--- src/rtl/sfc_pkg.sv ---
package sfc_pkg;
    localparam int N_STEP  = 8;
    localparam int N_TRANS = 8;

    typedef logic [N_STEP-1:0]  step_vec_t;
    typedef logic [N_TRANS-1:0] trans_vec_t;

    // step indices
    localparam int ST_INIT  = 0;
    localparam int ST_ARM   = 1;
    localparam int ST_LEFT  = 2;
    localparam int ST_RIGHT = 3;
    localparam int ST_MERGE = 4;
    localparam int ST_PARA  = 5;
    localparam int ST_PARB  = 6;
    localparam int ST_DONE  = 7;

    // transition indices
    localparam int TR_START = 0;
    localparam int TR_SELL  = 1;
    localparam int TR_SELR  = 2;
    localparam int TR_MRGL  = 3;
    localparam int TR_MRGR  = 4;
    localparam int TR_FORK  = 5;
    localparam int TR_JOIN  = 6;
    localparam int TR_BACK  = 7;

    localparam step_vec_t INIT_ACT = step_vec_t'(1) << ST_INIT;

    typedef struct packed {
        step_vec_t act;
    } eng_state_t;
endpackage

--- src/rtl/sfc_trans_gate.sv ---
module sfc_trans_gate
    import sfc_pkg::*;
(
    input  step_vec_t  act,
    input  trans_vec_t cond,
    output trans_vec_t en,
    output trans_vec_t fire
);
    always_comb begin
        en           = '0;
        en[TR_START] = act[ST_INIT];
        en[TR_SELL]  = act[ST_ARM];
        en[TR_SELR]  = act[ST_ARM];
        en[TR_MRGL]  = act[ST_LEFT];
        en[TR_MRGR]  = act[ST_RIGHT];
        en[TR_FORK]  = act[ST_MERGE];
        en[TR_JOIN]  = act[ST_PARA] & act[ST_PARB];
        en[TR_BACK]  = act[ST_DONE];
    end

    always_comb begin
        fire = en & cond;
        // selective divergence: left-hand branch has priority
        fire[TR_SELR] = en[TR_SELR] & cond[TR_SELR] & ~cond[TR_SELL];
    end
endmodule

--- src/rtl/sfc_step_update.sv ---
module sfc_step_update
    import sfc_pkg::*;
(
    input  step_vec_t  act,
    input  trans_vec_t fire,
    output step_vec_t  nxt
);
    step_vec_t leave;
    step_vec_t enter;

    always_comb begin
        leave = '0;
        enter = '0;
        leave[ST_INIT]  = fire[TR_START];
        leave[ST_ARM]   = fire[TR_SELL] | fire[TR_SELR];
        leave[ST_LEFT]  = fire[TR_MRGL];
        leave[ST_RIGHT] = fire[TR_MRGR];
        leave[ST_MERGE] = fire[TR_FORK];
        leave[ST_PARA]  = fire[TR_JOIN];
        leave[ST_PARB]  = fire[TR_JOIN];
        leave[ST_DONE]  = fire[TR_BACK];

        enter[ST_INIT]  = fire[TR_BACK];
        enter[ST_ARM]   = fire[TR_START];
        enter[ST_LEFT]  = fire[TR_SELL];
        enter[ST_RIGHT] = fire[TR_SELR];
        enter[ST_MERGE] = fire[TR_MRGL] | fire[TR_MRGR];
        enter[ST_PARA]  = fire[TR_FORK];
        enter[ST_PARB]  = fire[TR_FORK];
        enter[ST_DONE]  = fire[TR_JOIN];
    end

    for (genvar i = 0; i < N_STEP; i++) begin : g_step
        assign nxt[i] = (act[i] & ~leave[i]) | enter[i];
    end
endmodule

--- src/rtl/sfc_engine.sv ---
module sfc_engine
    import sfc_pkg::*;
(
    input  logic       clk,
    input  logic       rst_n,
    input  logic       scan_en,
    input  logic       chart_rst,
    input  logic [7:0] trans_cond,
    output logic [7:0] step_act,
    output logic [7:0] trans_en
);
    eng_state_t st_d, st_q;
    trans_vec_t en_w, fire_w;
    step_vec_t  evolve_w;

    sfc_trans_gate u_gate (
        .act  (st_q.act),
        .cond (trans_cond),
        .en   (en_w),
        .fire (fire_w)
    );

    sfc_step_update u_upd (
        .act  (st_q.act),
        .fire (fire_w),
        .nxt  (evolve_w)
    );

    always_comb begin
        st_d = st_q;
        if (scan_en) begin
            if (chart_rst) st_d.act = INIT_ACT;
            else           st_d.act = evolve_w;
        end
    end

    always_ff @(posedge clk or negedge rst_n) begin
        if (!rst_n) st_q.act <= INIT_ACT;
        else        st_q     <= st_d;
    end

    assign step_act = st_q.act;
    assign trans_en = en_w;

    // sequential part holds exactly one token (parallel pair counted once)
    p_one_token_r5: assert property (@(posedge clk) disable iff (!rst_n)
        $countones({step_act[7], step_act[5:0]}) == 1);
    p_pair_equal_r8: assert property (@(posedge clk) disable iff (!rst_n)
        step_act[ST_PARA] == step_act[ST_PARB]);
    p_hold_noscan_r2: assert property (@(posedge clk) disable iff (!rst_n)
        !scan_en |=> $stable(step_act));
    p_chart_reset_r1: assert property (@(posedge clk) disable iff (!rst_n)
        (scan_en && chart_rst) |=> step_act == INIT_ACT);
    p_leftmost_r6: assert property (@(posedge clk) disable iff (!rst_n)
        (scan_en && !chart_rst && step_act[ST_ARM] && trans_cond[1] && trans_cond[2])
        |=> step_act[ST_LEFT] && !step_act[ST_RIGHT]);
    p_join_clear_r9: assert property (@(posedge clk) disable iff (!rst_n)
        (scan_en && !chart_rst && trans_en[TR_JOIN] && trans_cond[6])
        |=> step_act[ST_DONE] && !step_act[ST_PARA] && !step_act[ST_PARB]);
endmodule

--- config.mk ---
export PLATFORM = sky130hd
export DESIGN_NAME = sfc_engine
export DESIGN_NICKNAME = d
export VERILOG_FILES = /design/src/rtl/sfc_pkg.sv /design/src/rtl/sfc_trans_gate.sv /design/src/rtl/sfc_step_update.sv /design/src/rtl/sfc_engine.sv
export SDC_FILE = /design/constraint.sdc
export NUM_CORES = 1
export LEC_CHECK = 0
export CORE_UTILIZATION = 34
export DETAILED_ROUTE_END_ITERATION = 10
export PLACE_DENSITY = 0.82
export REMOVE_ABC_BUFFERS = 1
export SYNTH_ARGS = -nofsm -noshare
export SYNTH_HDL_FRONTEND = slang
export SYNTH_SLANG_ARGS = --single-unit
--- constraint.sdc ---
create_clock -name clk -period 1.32 [get_ports clk]
set_clock_uncertainty 0.2 [all_clocks]
set_input_delay 0.198 -clock clk [delete_from_list [all_inputs] [get_ports clk]]
set_output_delay 0.198 -clock clk [all_outputs]
set_load 0.05 [all_outputs]
# Word level (Yosys, flattened, before mapping)
# Cells that the tools add are included.
# Widths: inputs -> output; s select.
word_totals:
  ff_bits: 8
  word_cells: 32
  inputBits: 12
classes:
  n_mux: 1
  bitwise_logic: 30
ops:
  columns: ["operator", "n"]
  rows:
  - ["$and 1x1->1", 11]
  - ["$or 1x1->1", 10]
  - ["$and 8x8->8", 1]
  - ["$mux 8", 1]
  - ["$not 1->1", 8]

# Longest topological paths before layout
# Gate-level depths: netlist of the first run.
depth:
  word_depth: 7
  ltp_mapped: 3

# Cells and area by module
# From an unflattened synthesis of the first run, not the netlist that was laid out.
hier_totals:
  hier_cells: 64
  hier_area_um2: 541.8
modules_own_cells:
  columns: ["mod", "seq_area_each_um2", "area_per_inst_um2", "cells_each", "instances"]
  rows:
  - ["sfc_engine", 201.4, 339.1, 33, 1]
  - ["sfc_trans_gate", 0.0, 112.6, 16, 1]
  - ["sfc_step_update", 0.0, 90.1, 15, 1]

# Worst setup path after synthesis of the first run
# OpenSTA, ideal clock, no wires.
synth_timing:
  path_type: "register to output"
  startpoint: "register step_act[6] (netlist name)"
  endpoint: "output trans_en[6]"
  required_ns: 0.922
  path_stages_with_launch: 3
  slack_ns: -0.496
  arrival_time_ns: 1.418
  path_cell_list: "dfrtp_1 inv_1 nor2_1"
synth_via:
  elab_chain_len: 1
synth_lines:
  columns: ["item", "line", "text"]
  rows:
  - ["$and 1x1->1", "sfc_trans_gate.sv:17", "en[TR_JOIN] = act[ST_PARA] & act[ST_PARB];"]
  - ["to (decl)", "sfc_engine.sv:10", "output logic [7:0] trans_en"]
# Every way passes these cells.

# Worst setup path after layout of the first run
layout_timing:
  startpoint: "register step_act[0] (netlist name)"
  endpoint: "output trans_en[0]"
# No word-level cell between the ends.

==> results of run 1 <==
## metrics by stage
step	hold WS (ns)	util [%]	cell area, µm²	instances	setup TNS, ns
finish	0.0289	80.8	946	89	-0.174
CTS	0.0355	77.4	906	86	-0.145
floorplan	-0.298	-	383	35	-3.62
global placement	0.299	72.9	853	79	-0.841
global route	0.0495	80.8	946	89	-0.317
detailed placement	0.306	72.9	853	79	-1.05
## power by group
| part | internal, mW | total [mW] | leakage, nW | switching [mW] |
|---|---|---|---|---|
| combinational | 0.258 | 0.496 | 0.286 | 0.238 |
| clock | 0.116 | 0.199 | 0.0150 | 0.0833 |
| sequential | 0.274 | 0.310 | 0.0983 | 0.0362 |
| total | 0.648 | 1.01 | 0.399 | 0.358 |
## cells by family (layout without fill, tap and decap cells)
family,count (synthesis),in the layout
AOI/OAI and AO/OA,15,15
DFF,8,8
buffers and inverters,11,42
and+or+nand+nor,10,10
## placed cells by master, fill, tap and decap left out, drive strengths merged
master          n
nand2           2
o311ai          2
nand2b          3
clkbuf          4
buf            25
o2bb2ai         2
a32o            2
a22oi           1
o21ai           4
dfstp           1
nand4b          1
a22o            2
clkdlybuf4s50  11
dfrtp           7
a21o            1
and3            1
and2b           1
nor2            1
inv             2
o31ai           1
nor2b           1
## worst max-delay path by stage
| stage | from | endpoint | slack, ns | depth (start not counted) |
|---|---|---|---|---|
| 6_report | step_act[0] | trans_en[0] | -0.07 | 1 |
| 5_1_grt | step_act[0] | trans_en[0] | -0.1 | 1 |
| 4_1_cts | step_act[0] | trans_en[0] | -0.06 | 1 |
| 3_5_place_dp | chart_rst | step_act[2] | -0.16 | 3 |
| 3_3_place_gp | chart_rst | step_act[2] | -0.14 | 3 |
| 2_1_floorplan | step_act[6] | trans_en[6] | -0.50 | 2 |
## cell type report
class | instances | area share (%)
clock buffer | 4 | 2.78
inverter | 2 | 0.794
multi-input combinational | 25 | 19.2
sequential | 8 | 22.0
tap | 14 | 1.85
timing repair buffer | 36 | 53.4
## repair_timing
action,in CTS,in global routing
buffers inserted,3,3
hold buffers,0,0
setup endpoints to repair,6,15
pin swaps,0,2
gates resized for setup,2,8
## per-layer routing
layer	track usage [%]	vias up
met5	0	-
met4	7.76	0
met3	3.49	2
met2	33.1	30
met1	20.9	221
li1	-	217
==> flow_metrics.env, run 1 <==
export IMPL_synthSimpleGateAreaFrac_pct=13.0
export IMPL_cts_tree="done"
export IMPL_numCtsBuffers=3
export IMPL_r2r_start="step_act[0]"
export IMPL_status="finished with violations"
export IMPL_dr_wl_met3_um=91
export IMPL_vdd_ir_drop_max_mv=0.566
export IMPL_syn_inst=44
export IMPL_synthAdderAreaFrac_pct=0
export IMPL_syn_to_final_growth_pct=109
export IMPL_critPathMaxStageDelay_ns=0.60
export IMPL_ff_latch_area_um2=208
export IMPL_finalNetCount=88
export IMPL_synth_edff_count=0
export IMPL_path_cells="buf_12"
export IMPL_crit_type="flip-flop to primary output"
export IMPL_io_buffers=27
export IMPL_setup_ws_ns=-0.0670
export IMPL_largest_reg_flops=8
export IMPL_synth_compound_area_share_pct=25.5
export IMPL_synth_top_area_share_pct=38.8
export IMPL_violations="negative setup slack"
export IMPL_slew_viol_final=0
export IMPL_critPathTopFamily="flip-flops"
export IMPL_netlist_area_um2=452
export IMPL_syn_area_per_cell_um2=10.3
export IMPL_grt_pass1_vias=434
export IMPL_die_y_um=38.5
export IMPL_multi_input_area_um2=181
export IMPL_p_per_area_mw_per_mm2=1060
export IMPL_p_leak_nw=0.399
export IMPL_synth_commonest_cells="buf_4, dfrtp_1, o21ai_1"
export IMPL_core_rowCount=12
export IMPL_drt_wl_total_um=1220
export IMPL_die_x_um=38.5
export IMPL_synth_seq_cells=8
export IMPL_worst_pin_slew_ns=0.376
export IMPL_rr_endpoint="step_act[1]"
export IMPL_power_total_mw=1.01
export IMPL_wl_met1_um=504
export IMPL_clk_pin_slew_worst_paths_ns=0.06
export IMPL_synth_xor_area_share_pct=0
export IMPL_finalCritPeriodShare_pct=105
export IMPL_drc=0
export IMPL_drtPass1Iterations=4
export IMPL_dieArea_mm2=0.00148
export IMPL_worstSkewPairLatency_ns=0.25
export IMPL_maxCapViolCount=0
export IMPL_fmax_mhz=721
export IMPL_grt_remaining_overflow=0
export IMPL_vias=470
export IMPL_clkSinkCount=8
export IMPL_critPathRequiredTime_ns=0.92
export IMPL_relSlewSlack_pct=74.9
export IMPL_antenna_found_initial=0
export IMPL_endpoint_kind="primary output"
export IMPL_setup_worst_path_start_class="flip-flop"
export IMPL_rsz0062_at_grt="true"
export IMPL_synth_top_flop_cell="dfrtp_1"
export IMPL_crit_path_top_delay_cell="dfstp_2"
export IMPL_place_congestion=0.795
export IMPL_synth_top_family_by_area="compound AO/OA/AOI/OAI gates"
export IMPL_dp_hpwl_um=854
export IMPL_crit_arrival_ns=0.99
export IMPL_start_util_pct=38.6
export IMPL_num_io_pins=28
export IMPL_grt_max_degree=11
export IMPL_place_ws_ns=-0.165
export IMPL_seq_area_frac_synth_pct=44.6
export IMPL_period_needed_ns=1.39
export IMPL_yosysWarnings=0
export IMPL_async_reset_ff_share_pct=100
export IMPL_n_antenna_cell=0
export IMPL_cts_root_buf="clkbuf_4"
export IMPL_routedWlPerCell_um=13.8
export IMPL_finalSetupViolations=3
export IMPL_drive_gt1_share_pct=48.0
export IMPL_coreArea_mm2=0.00117
export IMPL_highest_layer="met4"
export IMPL_grt_pass1_wl_um=1810
export IMPL_htree_levels=1
export IMPL_drtAntennaViolNets=0
export IMPL_synth_top_cell_by_area="dfrtp_1"
export IMPL_crit_fanout=3
export IMPL_worstRegToRegCells=4
export IMPL_hp_class="primary input to async pin"
export IMPL_r2r_slack_ns=0.04
export IMPL_met2_length_um=618
export IMPL_synth_mux_area_share_pct=0
export IMPL_dr_first_iter_drc_count=19
export IMPL_nFillCells=67
export IMPL_grt_total_usage_pct=18.4
export IMPL_yosys_top_cells_area="dfrtp_1, buf_4, dfstp_2"
export IMPL_via_per_inst=5.28
export IMPL_hold_viol=0
export IMPL_synth_cell_types=21
export IMPL_critPathBufInv=1
export IMPL_clock_path_buffers=2
Note: power is estimated with default switching activity, not from simulation.
==> run 2: changes to the inputs <==
--- a/config.mk
+++ b/config.mk
@@ -5,6 +5,7 @@
 export SDC_FILE = /design/constraint.sdc
 export NUM_CORES = 1
 export LEC_CHECK = 0
+export CORE_MARGIN = 1
 export CORE_UTILIZATION = 34
 export DETAILED_ROUTE_END_ITERATION = 10
 export PLACE_DENSITY = 0.82
==> results of run 2 <==
Same layout as run 1: the final DEF is identical, and so are final timing and power.
==> run 3: changes to the inputs <==
--- a/config.mk
+++ b/config.mk
@@ -6,10 +6,11 @@
 export NUM_CORES = 1
 export LEC_CHECK = 0
 export CORE_MARGIN = 1
-export CORE_UTILIZATION = 34
+export CORE_UTILIZATION = 35
 export DETAILED_ROUTE_END_ITERATION = 10
-export PLACE_DENSITY = 0.82
+export PLACE_DENSITY = 0.7
 export REMOVE_ABC_BUFFERS = 1
 export SYNTH_ARGS = -nofsm -noshare
 export SYNTH_HDL_FRONTEND = slang
+export SYNTH_HIERARCHICAL = 1
 export SYNTH_SLANG_ARGS = --single-unit
==> run 3 against run 2 <==
  * Non-clock buffer count is 10 higher
  * Die area increased by 16%
  * Utilization up 3.9 points
  * Combinational power up 13%
  * Fmax decreased by 4.5%
  * Area after synthesis is 20% higher
  * Wire length rose by 52%
  * The flow still finishes with violations (negative setup slack)
  * Largest power group unchanged
  * Global-route usage rose by 3.4 points
  * Sequential cell count unchanged
  * Worst setup slack worse by 0.066 ns
  * Power is 6.3% higher
  * Cell area is 22% higher
==> flow_metrics.env, run 3 <==
export IMPL_grt_pass1_vias=549
export IMPL_clock_power_share_pct=20.3
export IMPL_seq_area_frac_synth_pct=37.2
export IMPL_drc=0
export IMPL_synth_cell_types=17
export IMPL_worst_pin_slew_ns=0.383
export IMPL_yosysWarnings=6
export IMPL_crit_type="flip-flop to primary output"
export IMPL_core_rowCount=13
export IMPL_mostFrequentLayoutCell="buf_12"
export IMPL_dr_first_iter_drc_count=3
export IMPL_worstSkewPairLatency_ns=0.26
export IMPL_combPwrFrac_pct=52.6
export IMPL_setup_worst_path_start_class="flip-flop"
export IMPL_synth_seq_cells=8
export IMPL_rsz0062_at_grt="true"
export IMPL_synth_top_cell_by_area="dfrtp_1"
export IMPL_critPathMaxStageDelay_ns=0.54
export IMPL_drt_wl_total_um=1860
export IMPL_status="finished with violations"
export IMPL_crit_path_top_delay_cell="dfstp_2"
export IMPL_synth_edff_count=0
export IMPL_internal_power_mw=0.676
export IMPL_async_reset_ff_share_pct=100
export IMPL_slew_viol_final=0
export IMPL_vias=591
export IMPL_period_needed_ns=1.45
export IMPL_fmax_mhz=688
export IMPL_pwr_share_seq_pct=27.1
export IMPL_hp_class="primary input to async pin"
export IMPL_largest_reg_flops=8
export IMPL_vdd_ir_drop_max_mv=0.737
export IMPL_n_antenna_cell=0
export IMPL_hold_viol=0
export IMPL_die_x_um=41.3
export IMPL_grt_use_met1_pct=22.3
export IMPL_use_met2_pct=40.2
export IMPL_p_switching_mw=0.393
export IMPL_clk_pin_slew_worst_paths_ns=0.07
export IMPL_layout_common_cells="buf_12, clkdlybuf4s50_1, inv_1, buf_4, buf_6"
export IMPL_dp_hpwl_um=1160
export IMPL_switching_share_pct=36.8
export IMPL_cts_root_buf="clkbuf_4"
export IMPL_finalSetupViolations=18
export IMPL_synth_top_flop_cell="dfrtp_1"
export IMPL_p_per_area_mw_per_mm2=924
export IMPL_dieArea_mm2=0.00171
export IMPL_critPathRequiredTime_ns=0.92
export IMPL_path_cells="buf_6, buf_12"
export IMPL_numCtsBuffers=3
export IMPL_hold_ws_ns=0.0147
export IMPL_antenna_found_initial=0
export IMPL_syn_to_final_growth_pct=114
export IMPL_drtPass1Iterations=4
export IMPL_syn_area_per_cell_um2=8.47
export IMPL_yosysMostFrequentCell="inv_1"
export IMPL_htree_levels=1
export IMPL_dp_cells=109
export IMPL_drtAntennaViolNets=0
export IMPL_finalCritPeriodShare_pct=110
export IMPL_ctsHoldBuffers=0
export IMPL_instances_no_fill=121
export IMPL_finalNetCount=119
export IMPL_setup_ws_ns=-0.133
export IMPL_netlist_area_um2=542
export IMPL_coreArea_mm2=0.00137
export IMPL_start_util_pct=39.7
export IMPL_crit_arrival_ns=1.05
export IMPL_via_per_inst=4.88
export IMPL_synth_top_area_share_pct=32.3
export IMPL_synth_commonest_cells="inv_1, o21ai_0, buf_4, dfrtp_1, nand3b_1"
export IMPL_violations="negative setup slack"
export IMPL_grt_max_degree=11
export IMPL_num_io_pins=28
export IMPL_grt_met3_usage_pct=6.38
export IMPL_p_leak_nw=0.541
export IMPL_place_congestion=0.830
export IMPL_grt_pass1_wl_um=2280
export IMPL_grt_total_usage_pct=21.7
export IMPL_crit_fanout=3
export IMPL_syn_inst=64
export IMPL_fin_area_mm2=0.00116
export IMPL_clkSinkCount=8
export IMPL_place_area_mm2=0.00101
export IMPL_io_buffers=27
export IMPL_endpoint_kind="primary output"
export IMPL_drive_gt1_share_pct=47.2
export IMPL_clock_path_buffers=2
export IMPL_grt_remaining_overflow=0
export IMPL_cts_tree="done"
export IMPL_busiest_layer="met2"
export IMPL_maxCapViolCount=0
export IMPL_routedWlPerCell_um=15.4
export IMPL_relSlewSlack_pct=74.4
export IMPL_die_y_um=41.3
export IMPL_yosys_top_cells_area="dfrtp_1, buf_4, inv_1"
[run 3: kinds of logic after synthesis]
family                 count (synthesis)  synth area share [%]
buffers and inverters                 22                  21.5
AND/OR/NAND/NOR                       18                  22.2
flip-flops                             8                  37.2
AO/OA/AOI/OAI                         16                  19.2
[run 3: worst max-delay path, delay by kind of cell (launching register included)]
kind / cells / cell delay, ns
buffers and inverters: 2 / 0.25
DFF: 1 / 0.54
[run 3: worst paths after layout]
kind	cells past startpoint	start	to	slack, ns
setup / recovery	2	step_act[0]	step_act[0]	-0.13
hold / removal	1	rst_n	step_act[1]	0.01
setup reg to reg	6	step_act[5]	step_act[6]	-0.10
hold reg to reg	3	step_act[7]	step_act[7]	0.46
max in group asynchronous	1	rst_n	step_act[0]	0.58
min in group clk	3	step_act[7]	step_act[7]	0.46
[run 3: per-stage QoR]
| step | power, mW | util [%] | worst slack, ns | TNS (ns) |
|---|---|---|---|---|
| floorplan | 0.498 | - | -0.779 | -5.24 |
| global placement | 0.773 | 73.9 | -0.197 | -1.10 |
| detailed placement | 0.783 | 73.9 | -0.271 | -1.47 |
| CTS | 1.03 | 81.5 | -0.123 | -0.747 |
| global route | 1.11 | 84.7 | -0.156 | -1.68 |
| finish | 1.07 | 84.7 | -0.133 | -1.02 |
[run 3: power by group through the flow]
| stage | Combinational, mW | Sequential, mW | Clock (mW) |
|---|---|---|---|
| after CTS | 0.530 | 0.286 | 0.217 |
| after global placement | 0.487 | 0.285 | 0 |
| after detailed placement | 0.496 | 0.287 | 0 |
| final | 0.562 | 0.289 | 0.217 |
| after floorplan | 0.0634 | 0.435 | 0 |
| after global routing | 0.585 | 0.291 | 0.230 |
[run 3: timing repair]
item / CTS / global route
gates resized for setup: 11 / 17
setup buffers: 6 / 2
pin swaps: 0 / 7
setup endpoints to repair: 16 / 23
[run 3: area by class of cell]
class / count / area [µm²]
flip-flops and latches: 8 / 201
well taps: 15 / 18.8
inverters: 14 / 57.6
repair buffers: 46 / 607
clock buffers: 4 / 26.3
fillers: 71 / 209
multi-input cells: 34 / 246
[run 3: layer usage]
layer / routed length (µm) / up-vias
met4: 27 / 0
met1: 719 / 285
li1: - / 282
met2: 1040 / 22
met5: 0 / -
met3: 74 / 2
